===== src/rtl/l2irq_pkg.sv =====
package l2irq_pkg;

  localparam int MAX_OUTS    = 16;
  localparam int ROUTE_IDX_W = $clog2(MAX_OUTS);

  localparam int OFS_ENABLE     = 'h00;
  localparam int OFS_STATUS     = 'h04;
  localparam int OFS_WAKE       = 'h08;
  localparam int OFS_ROUTE_BASE = 'h10;

  typedef enum logic [2:0] {
    SEL_NONE,
    SEL_ENABLE,
    SEL_STATUS,
    SEL_WAKE,
    SEL_ROUTE
  } regSel_e;

  typedef struct packed {
    logic                   wrEnable;
    logic                   wrWake;
    logic                   wrRoute;
    logic                   rdStrobe;
    regSel_e                rdSel;
    logic [ROUTE_IDX_W-1:0] routeIdx;
  } regStrobe_t;

endpackage


===== src/rtl/l2irq_sync.sv =====
module l2irq_sync #(
  parameter int WIDTH  = 32,
  parameter int STAGES = 2
) (
  input  logic             clk,
  input  logic             rstN,
  input  logic [WIDTH-1:0] asyncIn,
  output logic [WIDTH-1:0] syncOut
);

  logic [WIDTH-1:0] stageQ [STAGES];

  for (genvar s = 0; s < STAGES; s++) begin : g_stage
    if (s == 0) begin : g_first
      always_ff @(posedge clk or negedge rstN) begin
        if (!rstN) stageQ[s] <= '0;
        else       stageQ[s] <= asyncIn;
      end
    end else begin : g_next
      always_ff @(posedge clk or negedge rstN) begin
        if (!rstN) stageQ[s] <= '0;
        else       stageQ[s] <= stageQ[s-1];
      end
    end
  end

  assign syncOut = stageQ[STAGES-1];

endmodule


===== src/rtl/l2irq_ctrl.sv =====
module l2irq_ctrl
  import l2irq_pkg::*;
#(
  parameter int ADDR_W  = 8,
  parameter int NUM_OUT = 2
) (
  input  logic              clk,
  input  logic              rstN,
  input  logic              regValid,
  input  logic              regWrite,
  input  logic [ADDR_W-1:0] regAddr,
  output regStrobe_t        strobe,
  output logic              rdValid
);

  logic [ADDR_W-1:0] routeOfs;
  logic [ADDR_W-1:0] routeWord;
  logic              routeHit;
  regSel_e           sel;

  always_comb begin
    routeOfs  = regAddr - ADDR_W'(OFS_ROUTE_BASE);
    routeWord = routeOfs >> 2;
    routeHit  = (regAddr >= ADDR_W'(OFS_ROUTE_BASE)) &&
                (regAddr[1:0] == 2'b00) &&
                (routeWord < ADDR_W'(NUM_OUT));
  end

  always_comb begin
    if (regAddr == ADDR_W'(OFS_ENABLE))      sel = SEL_ENABLE;
    else if (regAddr == ADDR_W'(OFS_STATUS)) sel = SEL_STATUS;
    else if (regAddr == ADDR_W'(OFS_WAKE))   sel = SEL_WAKE;
    else if (routeHit)                       sel = SEL_ROUTE;
    else                                     sel = SEL_NONE;
  end

  always_comb begin
    strobe          = '0;
    strobe.rdSel    = sel;
    strobe.routeIdx = routeWord[ROUTE_IDX_W-1:0];
    if (regValid) begin
      if (regWrite) begin
        strobe.wrEnable = (sel == SEL_ENABLE);
        strobe.wrWake   = (sel == SEL_WAKE);
        strobe.wrRoute  = (sel == SEL_ROUTE);
      end else begin
        strobe.rdStrobe = 1'b1;
      end
    end
  end

  always_ff @(posedge clk or negedge rstN) begin
    if (!rstN) rdValid <= 1'b0;
    else       rdValid <= strobe.rdStrobe;
  end

endmodule


===== src/rtl/l2irq_datapath.sv =====
module l2irq_datapath
  import l2irq_pkg::*;
#(
  parameter int               NUM_SRC     = 32,
  parameter int               NUM_OUT     = 2,
  parameter int               SYNC_STAGES = 2,
  parameter logic [NUM_SRC-1:0] FWD_MASK  = '0,
  parameter bit               WAKE_CAP    = 1'b1
) (
  input  logic               clk,
  input  logic               rstN,
  input  logic [NUM_SRC-1:0] srcIn,
  input  logic               sleepMode,
  input  regStrobe_t         strobe,
  input  logic [NUM_SRC-1:0] wrData,
  output logic [NUM_SRC-1:0] rdData,
  output logic [NUM_OUT-1:0] upOut,
  output logic               wakeOut,
  output logic [NUM_SRC-1:0] syncStat,
  output logic [NUM_SRC-1:0] enReg,
  output logic [NUM_SRC-1:0] usedMask
);

  logic [NUM_SRC-1:0] routeReg [NUM_OUT];
  logic [NUM_SRC-1:0] wakeReg;
  logic [NUM_SRC-1:0] enEff;

  l2irq_sync #(
    .WIDTH (NUM_SRC),
    .STAGES(SYNC_STAGES)
  ) u_sync (
    .clk    (clk),
    .rstN   (rstN),
    .asyncIn(srcIn),
    .syncOut(syncStat)
  );

  always_ff @(posedge clk or negedge rstN) begin
    if (!rstN)                enReg <= FWD_MASK;
    else if (strobe.wrEnable) enReg <= wrData;
  end

  for (genvar k = 0; k < NUM_OUT; k++) begin : g_route
    always_ff @(posedge clk or negedge rstN) begin
      if (!rstN) routeReg[k] <= '0;
      else if (strobe.wrRoute && (strobe.routeIdx == ROUTE_IDX_W'(k)))
        routeReg[k] <= wrData;
    end
  end

  always_comb begin
    usedMask = '0;
    for (int k = 0; k < NUM_OUT; k++) usedMask = usedMask | routeReg[k];
  end

  always_comb enEff = sleepMode ? (enReg | FWD_MASK) : enReg;

  for (genvar k = 0; k < NUM_OUT; k++) begin : g_out
    always_ff @(posedge clk or negedge rstN) begin
      if (!rstN) upOut[k] <= 1'b0;
      else       upOut[k] <= |(syncStat & enEff & routeReg[k]);
    end
  end

  if (WAKE_CAP) begin : g_wake
    always_ff @(posedge clk or negedge rstN) begin
      if (!rstN)              wakeReg <= '0;
      else if (strobe.wrWake) wakeReg <= wrData;
    end
    always_ff @(posedge clk or negedge rstN) begin
      if (!rstN) wakeOut <= 1'b0;
      else       wakeOut <= sleepMode && (|(syncStat & wakeReg & usedMask));
    end
  end else begin : g_nowake
    assign wakeReg = '0;
    assign wakeOut = 1'b0;
  end

  always_ff @(posedge clk or negedge rstN) begin
    if (!rstN) rdData <= '0;
    else if (strobe.rdStrobe) begin
      case (strobe.rdSel)
        SEL_ENABLE: rdData <= enReg;
        SEL_STATUS: rdData <= syncStat;
        SEL_WAKE:   rdData <= wakeReg & usedMask;
        SEL_ROUTE:  rdData <= routeReg[strobe.routeIdx];
        default:    rdData <= '0;
      endcase
    end
  end

endmodule


===== src/rtl/irq_l2_aggregator.sv =====
module irq_l2_aggregator
  import l2irq_pkg::*;
#(
  parameter int                 NUM_SRC     = 32,
  parameter int                 NUM_OUT     = 2,
  parameter int                 ADDR_W      = 8,
  parameter int                 SYNC_STAGES = 2,
  parameter logic [NUM_SRC-1:0] FWD_MASK    = '0,
  parameter bit                 WAKE_CAP    = 1'b1
) (
  input  logic               clk,
  input  logic               rstN,
  input  logic [NUM_SRC-1:0] srcIn,
  input  logic               sleepMode,
  input  logic               regValid,
  input  logic               regWrite,
  input  logic [ADDR_W-1:0]  regAddr,
  input  logic [NUM_SRC-1:0] regWdata,
  output logic [NUM_SRC-1:0] regRdata,
  output logic               regRvalid,
  output logic [NUM_OUT-1:0] upOut,
  output logic               wakeOut
);

  regStrobe_t         strobe;
  logic [NUM_SRC-1:0] syncStat;
  logic [NUM_SRC-1:0] enReg;
  logic [NUM_SRC-1:0] usedMask;

  l2irq_ctrl #(
    .ADDR_W (ADDR_W),
    .NUM_OUT(NUM_OUT)
  ) u_ctrl (
    .clk     (clk),
    .rstN    (rstN),
    .regValid(regValid),
    .regWrite(regWrite),
    .regAddr (regAddr),
    .strobe  (strobe),
    .rdValid (regRvalid)
  );

  l2irq_datapath #(
    .NUM_SRC    (NUM_SRC),
    .NUM_OUT    (NUM_OUT),
    .SYNC_STAGES(SYNC_STAGES),
    .FWD_MASK   (FWD_MASK),
    .WAKE_CAP   (WAKE_CAP)
  ) u_dp (
    .clk      (clk),
    .rstN     (rstN),
    .srcIn    (srcIn),
    .sleepMode(sleepMode),
    .strobe   (strobe),
    .wrData   (regWdata),
    .rdData   (regRdata),
    .upOut    (upOut),
    .wakeOut  (wakeOut),
    .syncStat (syncStat),
    .enReg    (enReg),
    .usedMask (usedMask)
  );

endmodule


===== config.mk =====
export PLATFORM = sky130hd
export DESIGN_NAME = irq_l2_aggregator
export DESIGN_NICKNAME = d
export VERILOG_FILES = /design/src/rtl/l2irq_pkg.sv /design/src/rtl/l2irq_sync.sv /design/src/rtl/l2irq_ctrl.sv /design/src/rtl/l2irq_datapath.sv /design/src/rtl/irq_l2_aggregator.sv
export SDC_FILE = /design/constraint.sdc
export NUM_CORES = 1
export LEC_CHECK = 0
export BUFFER_PORTS_ARGS = -buffer_cell sky130_fd_sc_hd__buf_4
export CAP_MARGIN = 5
export CORE_MARGIN = 3
export CORE_UTILIZATION = 29
export DETAILED_ROUTE_END_ITERATION = 8
export GPL_TIMING_DRIVEN = 0
export SKIP_CTS_REPAIR_TIMING = 1
export SLEW_MARGIN = 15
export SYNTH_ARGS = -nofsm -noshare
export SYNTH_HDL_FRONTEND = slang
export SYNTH_SLANG_ARGS = --single-unit

===== constraint.sdc =====
create_clock -name clk -period 1.7 [get_ports clk]
set_clock_uncertainty 0.15 [all_clocks]
set_input_delay 0.34 -clock clk [delete_from_list [all_inputs] [get_ports clk]]
set_output_delay 0.34 -clock clk [all_outputs]
set_load 0.03 [all_outputs]

== After elaboration in Yosys (flattened, before gate mapping) ==
Cells that the tools add are included.

* $add $sub $neg: 1
* $mul: 0
* Divide/modulo/power cells: 0
* $lt $le $gt $ge: 3
* Eq/ne operators: 7
* Shift-type cells: 0
* Multiplexer cells: 11
* Bitwise gates (word level): 8
* Reductions and logical operators: 11

{| class="wikitable"
|+ Operators with widths
! operator !! count
|-
| $and 32x32->32 || 6
|-
| $pmux 32 s4 || 1
|-
| $mux 32 || 3
|-
| $reduce_or 32->1 || 3
|-
| $or 32x32->32 || 1
|-
| $mux 3 || 5
|-
| $eq 8x3->1 const B || 1
|-
| $eq 8x4->1 const B || 1
|-
| $ge 8x5->1 const B || 1
|-
| $logic_not 8->1 || 1
|-
| $sub 8x5->8 const B || 1
|-
| $eq 3x2->1 const B || 2
|-
| $lt 6x2->1 const B || 1
|-
| $ge 5x2->1 const B || 1
|-
| $logic_and 1x1->1 || 5
|-
| $not 4->5 || 1
|-
| $eq 4x1->1 const B || 1
|-
| $logic_not 4->1 || 1
|-
| $mux 4 || 1
|-
| $eq 3x1->1 const B || 1
|-
| $eq 3x3->1 const B || 1
|-
| $logic_not 2->1 || 1
|-
| $mux 1 || 1
|}

* Bits in registers: 228
* Latch bits: 0
* RAM bits: 0
* Bits in read-only memories: 0
* Word-level logic and storage cells: 52
* Memories kept: 0

== Logic depth before layout (Yosys ltp) ==
* Word-level depth: 11
* Mapped depth: 7

== Modules after synthesis ==
Synthesis repeated with hierarchy kept, for this count alone.

* Cell total of the unflattened synthesis: 816
* Area, all modules: 10,217.3 µm²

{| class="wikitable"
|+ Modules (own cells, without submodules)
! module !! times used !! cells each !! area an instance (µm²) !! sequential area each (µm²)
|-
| l2irq_datapath || 1 || 693 || 8,150.3 || 4,078.9
|-
| l2irq_sync || 1 || 96 || 1,841.8 || 1,601.5
|-
| l2irq_ctrl || 1 || 27 || 225.2 || 25.0
|}

== Least setup slack after synthesis ==
Ideal clock, no wire load.

* Kind: input to register
* Start point: input port regAddr[6]
* End point: register u_dp.routeReg[38] (netlist name)
* Library setup time: 0.125 ns
* Arrival: 2.302 ns
* Data required time: 1.425 ns
* Slack: -0.877 ns
* Stages on the path: 6
* Path buffers: 2
* Path through: or4_1 > buf_2 > nor4_4 > nor3b_4 > buf_6 > mux2_2

* Cells in the longest elaborated chain, start to end: 11
* Elaborated cells on any way between the ends: 16
* Those cells by class: add/sub (1); order compare (2); eq/ne (3); mux (6); reduce/logical (4)

{| class="wikitable"
|+ RTL lines
! item !! RTL line !! source
|-
| start, declared || irq_l2_aggregator.sv:17 || <nowiki>input logic [ADDR_W-1:0] regAddr,</nowiki>
|-
| $sub 8x5->8 or $ge 8x5->1 (tied branches) || l2irq_ctrl.sv:22, l2irq_ctrl.sv:24 ||
|-
| $lt 6x2->1 or $logic_and 1x1->1 (tied branches) || l2irq_ctrl.sv:26, l2irq_ctrl.sv:24 ||
|-
| $logic_and 1x1->1 || l2irq_ctrl.sv:25 || <nowiki>(regAddr[1:0] == 2'b00) &&</nowiki>
|-
| $mux 3 || l2irq_ctrl.sv:33 || <nowiki>else if (routeHit) sel = SEL_ROUTE;</nowiki>
|-
| $mux 3 || l2irq_ctrl.sv:32 || <nowiki>else if (regAddr == ADDR_W'(OFS_WAKE)) sel = SEL_WAKE;</nowiki>
|-
| $mux 3 || l2irq_ctrl.sv:31 || <nowiki>else if (regAddr == ADDR_W'(OFS_STATUS)) sel = SEL_STATUS;</nowiki>
|-
| $mux 3 (*) || l2irq_ctrl.sv:30 || <nowiki>if (regAddr == ADDR_W'(OFS_ENABLE)) sel = SEL_ENABLE;</nowiki>
|-
| $eq 3x3->1 (*) || l2irq_ctrl.sv:45 || <nowiki>strobe.wrRoute = (sel == SEL_ROUTE);</nowiki>
|-
| $mux 3 (*) || l2irq_ctrl.sv:42 || <nowiki>if (regWrite) begin</nowiki>
|-
| $mux 4 (*) || l2irq_ctrl.sv:41 || <nowiki>if (regValid) begin</nowiki>
|-
| $logic_and 1x1->1 (*) || l2irq_datapath.sv:46 || <nowiki>else if (strobe.wrRoute && (strobe.routeIdx == ROUTE_IDX_W'(k)))</nowiki>
|-
| end signal, assigned by index || l2irq_datapath.sv:47 || <nowiki>routeReg[k] <= wrData;</nowiki>
|-
| end, declared || l2irq_datapath.sv:24 || <nowiki>logic [NUM_SRC-1:0] routeReg [NUM_OUT];</nowiki>
|}

Mark *: on every way between the ends. The rest lies on a longest branch, timed or not.
A chain may end at the register's enable or synchronous reset.

== Worst setup path after layout ==
* Start point: input port regAddr[6]
* End point: register u_dp.routeReg[12] (netlist name)

Same word-level chain as after synthesis.

==> results.md <==
- Core area: 0.0330 sq mm
- Vias in the first global route: 7,613
- Die Ht: 190 um
- Clock root buffer: clkbuf_16
- CTS tree: built
- First-pass GRT wire length: 48,300 um
- Drt drc: 0
- Worst setup margin: -0.397 ns
- Top-area cell type share of the netlist area: 57.8%
- Peak VDD IR: 810 uV
- MaxCap Viol Count: 0
- Worst path required time: 1.97 ns
- Post-route ant nets: 0
- CTS HTree Levels: 1
- Ys async rst share: 100%
- Clock Sink Count: 228
- Psw: 2850 uW
- Final hold vios: 0
- Synth Flop Type: dfrtp_1
- Initial drt markers: 897
- Post-synth EDFFs: 0
- Routed wire length: 35,000 um
- Largest net degree at the start of global routing: 107
- Setup TNS: -42.89 ns
- Synthesized net count: 842
- Via-to-Cell Ratio: 5.47
- TritonCTS Buffers: 27
- Die span in x: 190 um
- PwrDens: 873 mW/mm^2
- Synth warnings: 0
- RSZ-0062 raised after global routing: yes
- Grt total ovfl: 0
- Post-Synthesis Cells: 765
- Sequential share of power: 45.5%
- Syn avg cell area: 12.9 sq um
- Worst-Margin Slew: 0.794 ns
- Overall global routing resource usage: 17.5%
- Clk network pwr share: 48.3%
- Dpl cell area: 0.0113 sq mm
- Sw frac: 22.7%
- Clock-pin slew on the worst setup and hold paths: 0.06 ns
- Syn Std Cell Area: 0.00987 sq mm
- Util after Layout: 43.5%
- Period utilization: 123%
- Outcome: finished with violations
- Netlist cell types: 40
- CP Capture Type: flip-flop
- F_max: 0.477 GHz
- Ranking of synthesized cells by area: dfrtp_1 (58%), mux2_2 (15%), nand3_1 (3.2%)
- DPL Wire Length: 22,100 um
- Commonest cells after routing, fill and taps aside: dfrtp_1 (228), buf_4 (124), mux2_4 (100)
- Int Power: 9700 uW
- Area delta synth->final: 45.8%
- Initial antenna violation count: 2
- # setup viols final: 159
- Crit start category: input port
- DR WL/cell: 23.8 um
- Total power: 12,500 uW
- Min-delay worst type: flip-flop to flip-flop
- Final GP Congestion: 0.896
- Drt first pass iters: 6
- Ports: 113
- Worst R2R Setup Slack: -0.12 ns
- Final Slew Violations: 0
- Full die area: 0.0363 sq mm
- Worst-Skew Late Latency: 0.55 ns
- Leading cell type in the layout, fill and taps excluded: dfrtp_1
- Arrival @ worst endpoint: 2.36 ns
- Failing checks: setup timing
- Share of cells above drive strength 1: 40.9%
- FF+latch count, synth: 228
- Comb power frac: 6.2%
- # rows: 66
- Starting Density: 29.9%
- Slew margin rel.: 47.1%
- Nets: 1,086
- Leak Pwr: 0.00639 uW
- Largest area contributor in the netlist: dfrtp_1
- Min Tclk post-route: 2.10 ns
- Maximum fanout along the worst path: 8
- Total number of vias: 8,048
- Seq/Total Area, Yosys: 57.8%
- CP Class: input port to flip-flop
- Design Area, Final: 0.0144 sq mm
- Clock Path Buffers: 3
- Port Buffer Count: 110
synth_stat cells, types with 2 or more instances:
cell type  count
a21oi_1       28
a22o_1         9
a22oi_1        4
a32oi_1       28
buf_1          9
buf_2         11
buf_6          3
clkbuf_1      22
dfrtp_1      228
mux2_1         9
mux2_2       128
mux2i_1       19
mux4_2         4
nand2_1       63
nand2b_1       2
nand3_1       64
nand4_1       24
nor4_1         6
o211ai_1      32
o21a_1         4
o21ai_0        4
o221ai_1      28
o2bb2ai_1     19
final cells by class:
cell class	count	area, sq um
multi-input combinational	491	4630
clock inverter	9	153
fill	3064	18700
clock buffer	38	767
inverter	1	3.75
sequential	228	5710
buffer	44	482
tap	442	553
timing repair buffer	216	2080
antenna	2	5.00
per-layer routing:
| metal | global-route usage, % | routed length [um] | vias up | part of all wire [%] |
|---|---|---|---|---|
| met5 | 0 | 0 | - | 0 |
| li1 | - | - | 3460 | - |
| met2 | 27.0 | 15900 | 410 | 45 |
| met3 | 3.27 | 3050 | 76 | 8.7 |
| met1 | 24.3 | 14900 | 4102 | 43 |
| met4 | 7.03 | 1200 | 0 | 3.4 |
worst max-delay path: stages:
cell and delay [ns]:
buf_6 0.09, or4_4 0.54, buf_12 0.16, nor4b_4 0.27, nor3b_4 0.28, buf_12 0.20, clkbuf_16 0.18, mux2_4 0.30
metrics by stage:
stage,worst slack [ns],cells,hold WS (ns)
2_1_floorplan,-0.774,765,-0.106
3_3_place_gp,-1.66,1317,0.184
3_5_place_dp,-1.62,1319,0.185
4_1_cts,-1.08,1366,-0.377
5_1_grt,-0.418,1471,0.199
6_report,-0.397,1471,0.190
power by group through the flow:
stage	logic [uW]	clock network (uW)	registers, uW
final	775	6060	5710
after global routing	839	6380	5730
after CTS	578	6160	5700
after detailed placement	578	0	5800
after global placement	548	0	5800
after floorplan	203	0	5760
cells by family after synthesis:
logic type | synth area share, %
compound gates | 12.6
buf+inv | 2.12
mux | 18.5
flops | 57.8
simple gates | 8.99
flip-flops by register name, indices dropped and copies added, names as in the netlist:
register             cells
u_dp.rdData             32
u_dp.wakeOut             1
u_dp.wakeReg            32
u_dp.routeReg           64
u_dp.u_sync.stageQ      32
u_dp.u_sync.syncOut     32
u_ctrl.rdValid           1
u_dp.enReg              32
u_dp.upOut               2
final timing paths:
path | start | end | depth (start not counted)
max in group asynchronous | rstN | u_dp.u_sync.syncOut[20]$_DFF_PN0_ | 3
min | u_dp.u_sync.stageQ[39]$_DFF_PN0_ | u_dp.u_sync.syncOut[7]$_DFF_PN0_ | 0
min in group asynchronous | rstN | u_dp.u_sync.syncOut[7]$_DFF_PN0_ | 2
min reg2reg | u_dp.u_sync.stageQ[39]$_DFF_PN0_ | u_dp.u_sync.syncOut[7]$_DFF_PN0_ | 0
max | regAddr[6] | u_dp.routeReg[12]$_DFFE_PN0P_ | 8
max reg2reg | u_dp.routeReg[3]$_DFFE_PN0P_ | u_dp.wakeOut$_DFF_PN0_ | 4
No activity file was read; power rests on OpenSTA's default activity.
